`config.mk`:
```
export PLATFORM = sky130hd
export DESIGN_NAME = serial_cfg_loader
export DESIGN_NICKNAME = d
export VERILOG_FILES = /design/src/rtl/cfgl_pkg.sv /design/src/rtl/cfgl_hdr.sv /design/src/rtl/cfgl_frame.sv /design/src/rtl/cfgl_finish.sv /design/src/rtl/serial_cfg_loader.sv
export SDC_FILE = /design/constraint.sdc
export NUM_CORES = 1
export LEC_CHECK = 0
export CORE_MARGIN = 5
export CORE_UTILIZATION = 55
export DETAILED_ROUTE_END_ITERATION = 10
export PLACE_DENSITY = 0.74
export SYNTH_ARGS = -nofsm -noshare
export SYNTH_HDL_FRONTEND = slang
export SYNTH_SLANG_ARGS = --single-unit
```
`constraint.sdc`:
```
create_clock -name cclk -period 5.3 [get_ports cclk]
set_input_delay 0.53 -clock cclk [delete_from_list [all_inputs] [get_ports cclk]]
set_output_delay 0.53 -clock cclk [all_outputs]
set_load 0.02 [all_outputs]
```
`src/rtl/cfgl_pkg.sv`:
```
`timescale 1ns/1ps
package cfgl_pkg;

  typedef enum logic [2:0] {
    PH_SEEK,
    PH_CODE,
    PH_LEN,
    PH_LOAD,
    PH_PASS
  } phase_e;

  // Timing select: 1 = early, 2 = late, others = nominal
  function automatic logic pick_stage(input logic [1:0] sel, input logic early_v,
                                      input logic nom_v, input logic late_v);
    case (sel)
      2'd1:    return early_v;
      2'd2:    return late_v;
      default: return nom_v;
    endcase
  endfunction

endpackage

```
`src/rtl/cfgl_hdr.sv`:
```
`timescale 1ns/1ps
module cfgl_hdr
  import cfgl_pkg::*;
#(
  parameter int PRE_ONES = 8,
  parameter int CODE_W = 4,
  parameter logic [CODE_W-1:0] START_CODE = 4'b0010,
  parameter int LEN_W = 24
) (
  input  logic             clk,
  input  logic             rst_n,
  input  logic             din,
  input  logic             all_fin,
  output phase_e           phase,
  output logic [LEN_W-1:0] len_q
);
  localparam int ONE_W = $clog2(PRE_ONES + 1);
  localparam int CI_W = $clog2(CODE_W);
  localparam int LI_W = $clog2(LEN_W);
  localparam logic [CODE_W-1:0] CODE_REV = {<<{START_CODE}};

  logic [ONE_W-1:0] ones;
  logic [CI_W-1:0]  cidx;
  logic [LI_W-1:0]  lidx;
  logic             code_bit;
  logic             run_full;

  assign code_bit = CODE_REV[cidx];
  assign run_full = (ones == ONE_W'(PRE_ONES));

  always_ff @(posedge clk or negedge rst_n) begin
    if (!rst_n) begin
      phase <= PH_SEEK;
      ones  <= '0;
      cidx  <= '0;
      lidx  <= '0;
      len_q <= '0;
    end else begin
      case (phase)
        PH_SEEK: begin
          if (din) begin
            if (!run_full) ones <= ones + 1'b1;
          end else if (run_full) begin
            phase <= PH_CODE;
            cidx  <= CI_W'(1);
            ones  <= '0;
          end else begin
            ones <= '0;
          end
        end
        PH_CODE: begin
          if (din == code_bit) begin
            if (cidx == CI_W'(CODE_W - 1)) begin
              phase <= PH_LEN;
              lidx  <= '0;
            end else begin
              cidx <= cidx + 1'b1;
            end
          end else begin
            phase <= PH_SEEK;
            ones  <= '0;
          end
        end
        PH_LEN: begin
          len_q <= {len_q[LEN_W-2:0], din};
          if (lidx == LI_W'(LEN_W - 1)) phase <= PH_LOAD;
          else lidx <= lidx + 1'b1;
        end
        PH_LOAD: if (all_fin) phase <= PH_PASS;
        default: ;
      endcase
    end
  end

  AST_LEN_AFTER_CODE: assert property (@(posedge clk) disable iff (!rst_n)
    (phase == PH_LEN && $past(phase) != PH_LEN) |-> $past(phase) == PH_CODE);
  AST_PASS_STICKY: assert property (@(posedge clk) disable iff (!rst_n)
    (phase == PH_PASS) |=> (phase == PH_PASS));
endmodule

```
`src/rtl/cfgl_frame.sv`:
```
`timescale 1ns/1ps
module cfgl_frame #(
  parameter int FRAME_BITS = 8,
  parameter int OWN_FRAMES = 4
) (
  input  logic                  clk,
  input  logic                  rst_n,
  input  logic                  din,
  input  logic                  load_en,
  output logic                  all_fin,
  output logic                  own_done,
  output logic                  frame_we,
  output logic [FRAME_BITS-1:0] frame_data
);
  localparam int BP_W = $clog2(FRAME_BITS);
  localparam int FC_W = $clog2(OWN_FRAMES + 1);

  logic [BP_W-1:0]       bitpos;
  logic [FC_W-1:0]       fcnt;
  logic [FRAME_BITS-1:0] word;
  logic                  last_bit;

  assign last_bit = load_en && (bitpos == BP_W'(FRAME_BITS - 1));
  assign all_fin  = last_bit && (fcnt == FC_W'(OWN_FRAMES - 1));
  assign own_done = (fcnt == FC_W'(OWN_FRAMES));

  always_ff @(posedge clk or negedge rst_n) begin
    if (!rst_n) begin
      bitpos     <= '0;
      fcnt       <= '0;
      word       <= '0;
      frame_we   <= 1'b0;
      frame_data <= '0;
    end else begin
      frame_we <= 1'b0;
      if (load_en) begin
        word <= {word[FRAME_BITS-2:0], din};
        if (last_bit) begin
          bitpos     <= '0;
          fcnt       <= fcnt + 1'b1;
          frame_we   <= 1'b1;
          frame_data <= {word[FRAME_BITS-2:0], din};
        end else begin
          bitpos <= bitpos + 1'b1;
        end
      end
    end
  end

  AST_WE_SINGLE: assert property (@(posedge clk) disable iff (!rst_n)
    frame_we |=> !frame_we);
  AST_FRAME_LIMIT: assert property (@(posedge clk) disable iff (!rst_n)
    fcnt <= FC_W'(OWN_FRAMES));
  AST_NO_LOAD_AFTER_OWN: assert property (@(posedge clk) disable iff (!rst_n)
    own_done |-> !load_en);
endmodule

```
`src/rtl/cfgl_finish.sv`:
```
`timescale 1ns/1ps
module cfgl_finish
  import cfgl_pkg::*;
#(
  parameter int LEN_W = 24
) (
  input  logic             clk,
  input  logic             rst_n,
  input  logic [LEN_W-1:0] len_q,
  input  logic             own_done,
  input  logic [1:0]       done_sel,
  input  logic [1:0]       urst_sel,
  output logic             cfg_done,
  output logic             user_rst_n
);
  logic [LEN_W-1:0] cnt;
  logic             hit;
  logic             stage_e;
  logic             stage_n;
  logic             stage_l;

  assign hit     = own_done && (cnt == len_q);
  assign stage_e = hit | stage_n;

  always_ff @(posedge clk or negedge rst_n) begin
    if (!rst_n) begin
      cnt     <= '0;
      stage_n <= 1'b0;
      stage_l <= 1'b0;
    end else begin
      if (!hit) cnt <= cnt + 1'b1;
      stage_n <= stage_n | hit;
      stage_l <= stage_n;
    end
  end

  assign cfg_done   = pick_stage(done_sel, stage_e, stage_n, stage_l);
  assign user_rst_n = pick_stage(urst_sel, stage_e, stage_n, stage_l);

  AST_DONE_NEEDS_FRAMES: assert property (@(posedge clk) disable iff (!rst_n)
    stage_n |-> own_done);
  AST_DONE_STICKY: assert property (@(posedge clk) disable iff (!rst_n)
    stage_n |=> stage_n);
  AST_LATE_ORDER: assert property (@(posedge clk) disable iff (!rst_n)
    stage_l |-> stage_n);
  AST_COUNT_FROZEN: assert property (@(posedge clk) disable iff (!rst_n)
    hit |=> $stable(cnt));
endmodule

```
`src/rtl/serial_cfg_loader.sv`:
```
`timescale 1ns/1ps
module serial_cfg_loader
  import cfgl_pkg::*;
#(
  parameter int PRE_ONES = 8,
  parameter int CODE_W = 4,
  parameter logic [CODE_W-1:0] START_CODE = 4'b0010,
  parameter int LEN_W = 24,
  parameter int FRAME_BITS = 8,
  parameter int OWN_FRAMES = 4
) (
  input  logic                  cclk,
  input  logic                  rst_n,
  input  logic                  din,
  input  logic [1:0]            done_sel,
  input  logic [1:0]            urst_sel,
  output logic                  dout,
  output logic                  frame_we,
  output logic [FRAME_BITS-1:0] frame_data,
  output logic                  cfg_done,
  output logic                  user_rst_n,
  output logic                  hdc,
  output logic                  ldc
);
  phase_e           phase;
  logic [LEN_W-1:0] len_q;
  logic             all_fin;
  logic             own_done;
  logic             load_en;
  logic             out_bit;

  assign load_en = (phase == PH_LOAD);

  cfgl_hdr #(
    .PRE_ONES(PRE_ONES), .CODE_W(CODE_W), .START_CODE(START_CODE), .LEN_W(LEN_W)
  ) u_hdr (
    .clk(cclk), .rst_n(rst_n), .din(din), .all_fin(all_fin),
    .phase(phase), .len_q(len_q)
  );

  cfgl_frame #(
    .FRAME_BITS(FRAME_BITS), .OWN_FRAMES(OWN_FRAMES)
  ) u_frame (
    .clk(cclk), .rst_n(rst_n), .din(din), .load_en(load_en),
    .all_fin(all_fin), .own_done(own_done),
    .frame_we(frame_we), .frame_data(frame_data)
  );

  cfgl_finish #(
    .LEN_W(LEN_W)
  ) u_finish (
    .clk(cclk), .rst_n(rst_n), .len_q(len_q), .own_done(own_done),
    .done_sel(done_sel), .urst_sel(urst_sel),
    .cfg_done(cfg_done), .user_rst_n(user_rst_n)
  );

  // Rising edge captures the bit to forward; own-word bits become 1
  always_ff @(posedge cclk or negedge rst_n) begin
    if (!rst_n) out_bit <= 1'b1;
    else        out_bit <= load_en ? 1'b1 : din;
  end

  // Falling edge drives the chain output
  always_ff @(negedge cclk or negedge rst_n) begin
    if (!rst_n) dout <= 1'b1;
    else        dout <= out_bit;
  end

  assign hdc = ~cfg_done;
  assign ldc = cfg_done;

  AST_DONE_AFTER_OWN: assert property (@(posedge cclk) disable iff (!rst_n)
    (cfg_done && done_sel != 2'd1) |-> own_done);
endmodule

```
# Word-level counts from Yosys, hierarchy flattened
# Index checks and enable logic that the tools add are counted.
[word_totals]
reg_bits = 88
latchBits = 0
mem_bits_rw = 0
romBits = 0
inputBits = 7
word_cells = 90
memories = 0
[classes]
n_addsub = 6
n_mul = 0
div_mod_pow = 0
n_lt_le_gt_ge = 1
eq_ne = 26
n_shift = 0
muxes = 28
n_bitwise = 2
reduce_logical = 12
[ops]
columns = ["operator", "n"]
rows = [
  ["$add 24x1->24 const B", 1],
  ["$eq 24x24->1", 1],
  ["$mux 3", 7],
  ["$mux 5", 3],
  ["$mux 4", 3],
  ["$pmux 3 s4", 1],
  ["$ne 2x2->1 const B", 5],
  ["$pmux 5 s2", 1],
  ["$eq 3x2->1 const B", 3],
  ["$mux 2", 4],
  ["$ne 2x1->1 const B", 4],
  ["$pmux 4 s2", 1],
  ["$add 3x1->3 const B", 2],
  ["$eq 2x2->1 const B", 3],
  ["$eq 3x3->1 const B", 2],
  ["$ne 3x3->1 const B", 2],
  ["$reduce_and 6->1", 1],
  ["$add 5x1->5 const B", 1],
  ["$eq 5x5->1 const B", 1],
  ["$reduce_and 5->1", 1],
  ["$add 4x1->4 const B", 1],
  ["$eq 2x1->1 const B", 2],
  ["$eq 4x4->1 const B", 1],
  ["$mux 1", 4],
  ["16 further kinds", 20],
]

# Longest topological paths before layout
# Gate-level depths: netlist (run 1).
[logic_depth]
word_depth = 5
depth_mapped = 9
depth_no_buf = 8

# Cells and area by module
# Synthesis (run 1) repeated with hierarchy kept, for this count alone.
[hier_totals]
cells_unflattened = 348
area_unflattened_um2 = 4359.2
[by_module_without_submodules]
columns = ["mod", "n_inst", "cells_each", "area_each_um2", "seq_area_each_um2"]
rows = [
  ["cfgl_hdr", 1, 135, 1804.2, 950.9],
  ["cfgl_finish", 1, 145, 1541.5, 650.6],
  ["cfgl_frame", 1, 60, 930.9, 550.5],
  ["serial_cfg_loader", 1, 8, 82.6, 52.6],
]

==> results of run 1 <==
## Yosys cell counts, types with 3 or more instances
library cell  number
nand4_1            8
nor4b_1            3
o22ai_1            3
mux2_2            13
nand2_1          116
xnor2_1           15
nor3_1            16
or3_1              4
nand3_1           13
ha_1              15
a21oi_1            4
nor2_1            13
nor4_1             6
clkbuf_1          11
inv_1             15
dfrtp_1           86
a21o_1             3
xor2_1            34
buf_2              3
o21ai_0           11
nand2b_1           5
nor3b_1            3
## kinds of logic after synthesis
| family | share of synthesized area [%] |
|---|---|
| and+or+nand+nor | 21.97 |
| AOI/OAI and AO/OA | 4.588 |
| buffers and inverters | 3.441 |
| muxes | 3.676 |
| DFF | 51.82 |
| xor gates and xnor gates | 10.09 |
| adders and majority gates | 4.412 |
## cell usage in the layout (no fill, tap or decap), types with 2 or more instances in the layout
cell	instances
o22ai_1	3
and3_1	2
ha_1	15
inv_1	15
xor2_1	34
nor4_1	6
nor2b_1	2
nand2_1	116
nor3b_1	3
xnor2_1	15
or3_1	4
nor3_1	16
dfstp_2	2
buf_4	4
nand3_1	13
nand4_1	8
mux2_2	13
o21ai_0	11
nor2_1	13
dfrtp_1	86
a21o_1	3
inv_6	4
nor4b_1	3
a21oi_1	4
nand2b_1	5
clkdlybuf4s50_1	19
a211oi_1	2
and4_1	2
clkbuf_8	9
## state kept, by name (all words and copies together), names as in the netlist, 2 cells and up
register and cells:
u_hdr.cidx 2, u_hdr.phase 3, u_frame.frame_data 8, u_hdr.len_q 24
u_hdr.ones 4, u_frame.word 7, u_hdr.lidx 5, u_finish.cnt 24
u_frame.bitpos 3, u_frame.fcnt 3
## per-layer routing
| layer | share of wire, % | vias to the layer above | global-route usage, % |
|---|---|---|---|
| li1 | - | 1466 | - |
| met5 | 0 | - | 0 |
| met4 | 1.1 | 0 | 5.112 |
| met3 | 4.7 | 9 | 4.929 |
| met2 | 48 | 60 | 28.38 |
| met1 | 46 | 1451 | 23.19 |
## worst max path at each step
| stage | cells after the start | end | from | slack [ns] |
|---|---|---|---|---|
| finish | 1 | dout | dout$_DFF_NN1_ | 0.63 |
| floorplan | 0 | dout | dout$_DFF_NN1_ | 1.57 |
| CTS | 1 | dout | dout$_DFF_NN1_ | 0.60 |
| global route | 1 | dout | dout$_DFF_NN1_ | 0.55 |
| detailed placement | 1 | dout | dout$_DFF_NN1_ | 1.03 |
| global placement | 1 | dout | dout$_DFF_NN1_ | 1.02 |
## power groups by stage
stage,Combinational (uW),Clock (uW),Sequential (uW)
after floorplan,14.1,2.36,701
after global placement,45.9,2.36,697
after detailed placement,47.9,2.36,697
after CTS,48.1,504,684
after global routing,53.4,537,685
final,46.3,485,684
## stage by stage
stage	power [uW]	cell area [um2]	hold WS, ns	utilization (%)
global placement	745.0	4516	0.4606	59.05
finish	1216	4723	0.09166	61.76
floorplan	717.2	4254	0.2344	-
global route	1276	4723	0.1080	61.76
detailed placement	747.4	4516	0.4711	59.05
CTS	1236	4723	0.09228	61.76
## final cells by class
cell class              instances  area, um2  area share, %
well taps                     102      127.6          2.702
clock buffers                   9      123.9          2.623
repair buffers                 23      220.2          4.662
clock inverters                 8      87.58          1.854
multi-input cells             309       1903          40.29
inverters                      15      56.30          1.192
flip-flops and latches         88       2205          46.68
==> results.py, run 1 <==
metrics = {
    "run_status": {
        "outcome": "complete, no violations",
    },
    "cts": {
        "clk_path_buf_depth": 2,
        "clkTransAtPathRegs_ns": 0.09,
        "cts_setup_buffers": 0,
        "cts_resized": 0,
        "htreeDepth": 3,
        "cts_sinks": 88,
        "holdBufCountCts": 0,
        "clkLatencyLatePin_ns": 0.39,
        "cts-root-buf": "clkbuf_8",
        "cts_tree": "yes",
        "cts_inserted_buffers": 9,
    },
    "die": {
        "start_util_pct": 55.63,
        "die_w_um": 97.95,
        "die_h_um": 97.95,
        "core_mm2": 0.007647,
        "ios": 21,
        "rows": 32,
        "die_area_mm2": 0.009593,
    },
    "yosys": {
        "yosysTopAreaCellShare_pct": 50.59,
        "netlist_instances": 431,
        "seq_area_frac_synth_pct": 51.82,
        "ys_ff_latch": 88,
        "syn-num-nets": 453,
        "syn_avg_cell_area_um2": 9.870,
        "synth.area.top_cells": "dfrtp_1, nand2_1, xor2_1, ha_1, mux2_2",
        "yosys.area.top_type": "dfrtp_1",
        "ys_warn_count": 0,
        "synth-async-reset-ratio_pct": 100.0,
        "synthesis.area_mm2": 0.004254,
        "synth_ff_type": "dfrtp_1",
        "yosysUniqueCellTypes": 47,
        "synth_edf_count": 0,
    },
    "grt": {
        "grt_use_total_pct": 17.56,
        "grt_max_degree": 59,
        "grt_pass1_wl_mm": 13.90,
        "grt_overflow": 0,
        "grt_pass1_vias": 2935,
        "antenna_found_initial": 0,
    },
    "routing": {
        "dr.pass1.iters": 4,
        "drc": 0,
        "wl_mm": 7.884,
        "vias": 2986,
        "antenna_left": 0,
        "avgRoutedWirePerCell_um": 14.23,
        "vias_per_cell": 5.390,
        "drt_iter0_markers": 184,
    },
    "job": {
        "maxCapViolations": 0,
    },
    "power": {
        "power_switching_uw": 289.6,
        "power.density_mw_per_mm2": 257.4,
        "power_leakage_uw": 0.002374,
        "p_int_uw": 926.0,
        "switching_share_pct": 23.82,
        "clkPwrFrac_pct": 39.9,
        "seq_power_share_pct": 56.3,
        "pwr-share-comb_pct": 3.8,
        "peakVddDrop_mv": 0.1606,
    },
    "setup_path": {
        "rr_worst_depth": 0,
        "crit_buf_inv": 1,
        "reg2reg_to": "dout$_DFF_NN1_",
        "r2r-start": "out_bit$_DFF_PN1_",
        "path_max_fanout": 1,
        "crit_path_start_kind": "flip-flop",
        "r2r_slack_ns": 2.10,
        "critPathArrivalTime_ns": 4.14,
        "critPathRequiredTime_ns": 4.77,
        "end_kind": "output pin",
        "critPathMaxStageDelay_ns": 0.60,
        "cpMaxStageDelayCell": "clkdlybuf4s50_1",
        "crit_type": "reg2out",
        "crit_chain": "clkdlybuf4s50_1",
        "crit_family": "buffers and inverters",
    },
    "place": {
        "hpwlAfterDp_mm": 5.479,
        "post-place-ws_ns": 1.026,
        "dp_cells": 538,
        "io_buffers": 20,
        "gp_congestion": 0.8755,
    },
    "sta": {
        "fin_skew_ns": 0.03201,
        "setup_viol": 0,
        "worst_pin_slew_ns": 0.8621,
        "fin_setup_tns_ns": 0,
        "hold_viol": 0,
        "rsz0062_at_grt": "false",
        "fin_ws_ns": 0.6269,
        "drv_slew": 0,
        "max_slew_margin_pct": 42.53,
    },
    "final_layout": {
        "syn_to_final_growth_pct": 11.03,
        "drive_gt1_share_pct": 8.628,
        "n_fill_cell": 638,
        "stdcell_count": 554,
        "n_antenna_cell": 0,
        "finalNetCount": 469,
    },
    "hold_path": {
        "hp-class": "in2async",
    },
}
Power figures use the tool's default switching activity.
==> run 2, diff against run 1 <==
Settings changed: ABC_AREA from default to 1, PLACE_DENSITY 0.74 to 0.76.
Clock period 5.3 ns to 4.2 ns, I/O delays scaled along.
==> run 2 against run 1 <==
Synthesized cell count increased by 42%. Clock power increased by 24%. Register-to-register slack got worse by 0.55 ns. Critical path depth unchanged. Combinational power increased to 22 times the previous value. Setup slack got worse by 0.44 ns. Power increased by 130%. Sequential share of layout area decreased by 5.3 points. Non-clock buffer count unchanged. Area after synthesis increased by 14%. Critical path type unchanged. Largest cell class is now multi-input combinational cells. Highest routed layer unchanged.
==> results.py, run 2 <==
metrics = {
    "sta": {
        "rsz0062_at_grt": "false",
        "setup_viol": 0,
        "fin_setup_tns_ns": 0,
        "max_slew_margin_pct": 50.58,
        "drv_slew": 0,
        "holdWs_ns": 0.4225,
        "worst_pin_slew_ns": 0.7413,
        "hold_viol": 0,
        "fin_skew_ns": 0.03469,
    },
    "run_status": {
        "outcome": "complete, no violations",
    },
    "cts": {
        "clk_path_buf_depth": 2,
        "cts-root-buf": "clkbuf_8",
        "htreeDepth": 3,
        "cts_sinks": 88,
        "clkLatencyLatePin_ns": 0.39,
        "cts_inserted_buffers": 9,
        "cts_resized": 0,
        "cts_tree": "yes",
        "holdBufCountCts": 1,
        "cts_setup_buffers": 0,
        "clkTransAtPathRegs_ns": 0.09,
    },
    "die": {
        "die_area_mm2": 0.01078,
        "die_w_um": 103.8,
        "die_h_um": 103.8,
        "start_util_pct": 56.06,
        "rows": 34,
        "core_mm2": 0.008636,
        "ios": 21,
    },
    "yosys": {
        "ys_ff_latch": 88,
        "yosys.area.top_type": "dfrtp_1",
        "synth_common_cells": "nand2_1, dfrtp_1, inv_1",
        "ys_warn_count": 0,
        "syn_avg_cell_area_um2": 7.884,
        "yosysUniqueCellTypes": 38,
        "seq_area_frac_synth_pct": 45.54,
        "synth.area.top_cells": "dfrtp_1, nand2_1, inv_1, xor2_1, ha_1",
        "syn-num-nets": 636,
        "yosysTopAreaCellShare_pct": 44.46,
        "synth-async-reset-ratio_pct": 100.0,
        "synth_edf_count": 0,
        "netlist_instances": 614,
        "synthesis.area_mm2": 0.004841,
        "synth_ff_type": "dfrtp_1",
        "yosysMostFrequentCell": "nand2_1",
    },
    "final_layout": {
        "mostFrequentLayoutCells": "nand2_1, dfrtp_1, inv_1",
        "finalNetCount": 656,
        "drive_gt1_share_pct": 8.920,
        "final_area_mm2": 0.005324,
        "layout_commonest_cell": "nand2_1",
        "syn_to_final_growth_pct": 9.977,
        "biggestRegsByFlops": "u_finish.cnt: 24 flops, u_hdr.len_q: 24 flops, u_frame.frame_data: 8 flops",
        "multiInputGateArea_mm2": 0.002235,
        "n_antenna_cell": 0,
        "n_fill_cell": 764,
        "seqCellArea_mm2": 0.002205,
    },
    "grt": {
        "grt_pass1_vias": 3957,
        "grt_pass1_wl_mm": 18.13,
        "grt_use_total_pct": 19.89,
        "grt_overflow": 0,
        "antenna_found_initial": 0,
        "grt_max_degree": 60,
    },
    "setup_path": {
        "critPathRequiredTime_ns": 3.78,
        "critPathArrivalTime_ns": 3.60,
        "crit_type": "reg2out",
        "crit_path_start_kind": "flip-flop",
        "cpMaxStageDelayCell": "clkdlybuf4s50_1",
        "path_max_fanout": 1,
        "critPathMaxStageDelay_ns": 0.60,
        "crit_family": "buffers and inverters",
        "crit_chain": "clkdlybuf4s50_1",
        "crit_buf_inv": 1,
        "end_kind": "output pin",
    },
    "place": {
        "dpl_cell_area_mm2": 0.005114,
        "io_buffers": 20,
        "hpwlAfterDp_mm": 7.338,
        "gp_congestion": 0.9524,
    },
    "power": {
        "peakVddDrop_mv": 0.3075,
        "power.density_mw_per_mm2": 532.3,
        "power_leakage_uw": 0.002599,
    },
    "job": {
        "maxCapViolations": 0,
    },
    "routing": {
        "drt_iter0_markers": 192,
        "drc": 0,
        "dr.pass1.iters": 5,
        "vias": 4010,
        "antenna_left": 0,
        "avgRoutedWirePerCell_um": 13.52,
        "wl_mm": 10.10,
        "vias_per_cell": 5.368,
    },
    "hold_path": {
        "hp-class": "reg2reg",
    },
}
run 2: cell count changes in the layout (fill, tap and decap cells not counted), sizes merged, moves of 10 or more:
cell	before	now
nand3	13	27
o21ai	12	48
inv	21	90
nand4	8	27
nor2	13	47
xor2	34	24
nand2	116	182
mux2	13	1
run 2: worst paths after layout:
path                                             from                           to  slack, ns  cells after the start
max                                    dout$_DFF_NN1_                         dout       0.18                      1
min                        u_finish.stage_n$_DFF_PN0_   u_finish.stage_l$_DFF_PN0_       0.42                      0
max reg2reg                         out_bit$_DFF_PN1_               dout$_DFF_NN1_       1.55                      0
min reg2reg                u_finish.stage_n$_DFF_PN0_   u_finish.stage_l$_DFF_PN0_       0.42                      0
max in group asynchronous                       rst_n               dout$_DFF_NN1_       1.26                      2
min in group asynchronous                       rst_n  u_hdr.len_q[19]$_DFFE_PN0P_       0.53                      2
run 2: logic make-up (layout without fill, tap and decap cells):
group	Yosys count	after routing	synth area share, %
compound gates	66	66	7.237
xor+xnor	31	31	5.609
fa+ha+maj	15	15	3.877
buf+inv	101	126	8.426
flops	88	88	45.54
mux	2	2	0.4394
simple gates	311	311	28.87
run 2: final cells by class:
type	instances	area share (%)
multi-input cells	425	41.97
well taps	108	2.538
flip-flops and latches	88	41.41
inverters	86	6.063
repair buffers	23	4.183
clock buffers	9	2.327
clock inverters	8	1.504
run 2: metrics by stage:
stage,power (uW),std cells,utilization [%],setup slack (ns)
detailed placement,2245,730,59.21,0.5933
global route,3054,747,61.65,0.1330
global placement,2203,730,59.21,0.5840
finish,2834,747,61.65,0.1850
CTS,2857,747,61.65,0.1763
floorplan,1952,614,-,1.126
run 2: report_power, final:
part / total, uW / switching (uW) / internal, uW
Combinational: 1040 / 685 / 357
Clock: 603 / 322 / 281
Sequential: 1190 / 142 / 1050
run 2: layer usage:
metal	up-vias	global-route usage (%)	part of all wire (%)	wire length, um
met5	-	0	0	0
met4	0	5.828	1.9	188
met3	14	3.918	4.1	416
met2	84	32.01	48	4846
met1	1902	27.34	46	4650
li1	2010	-	-	-
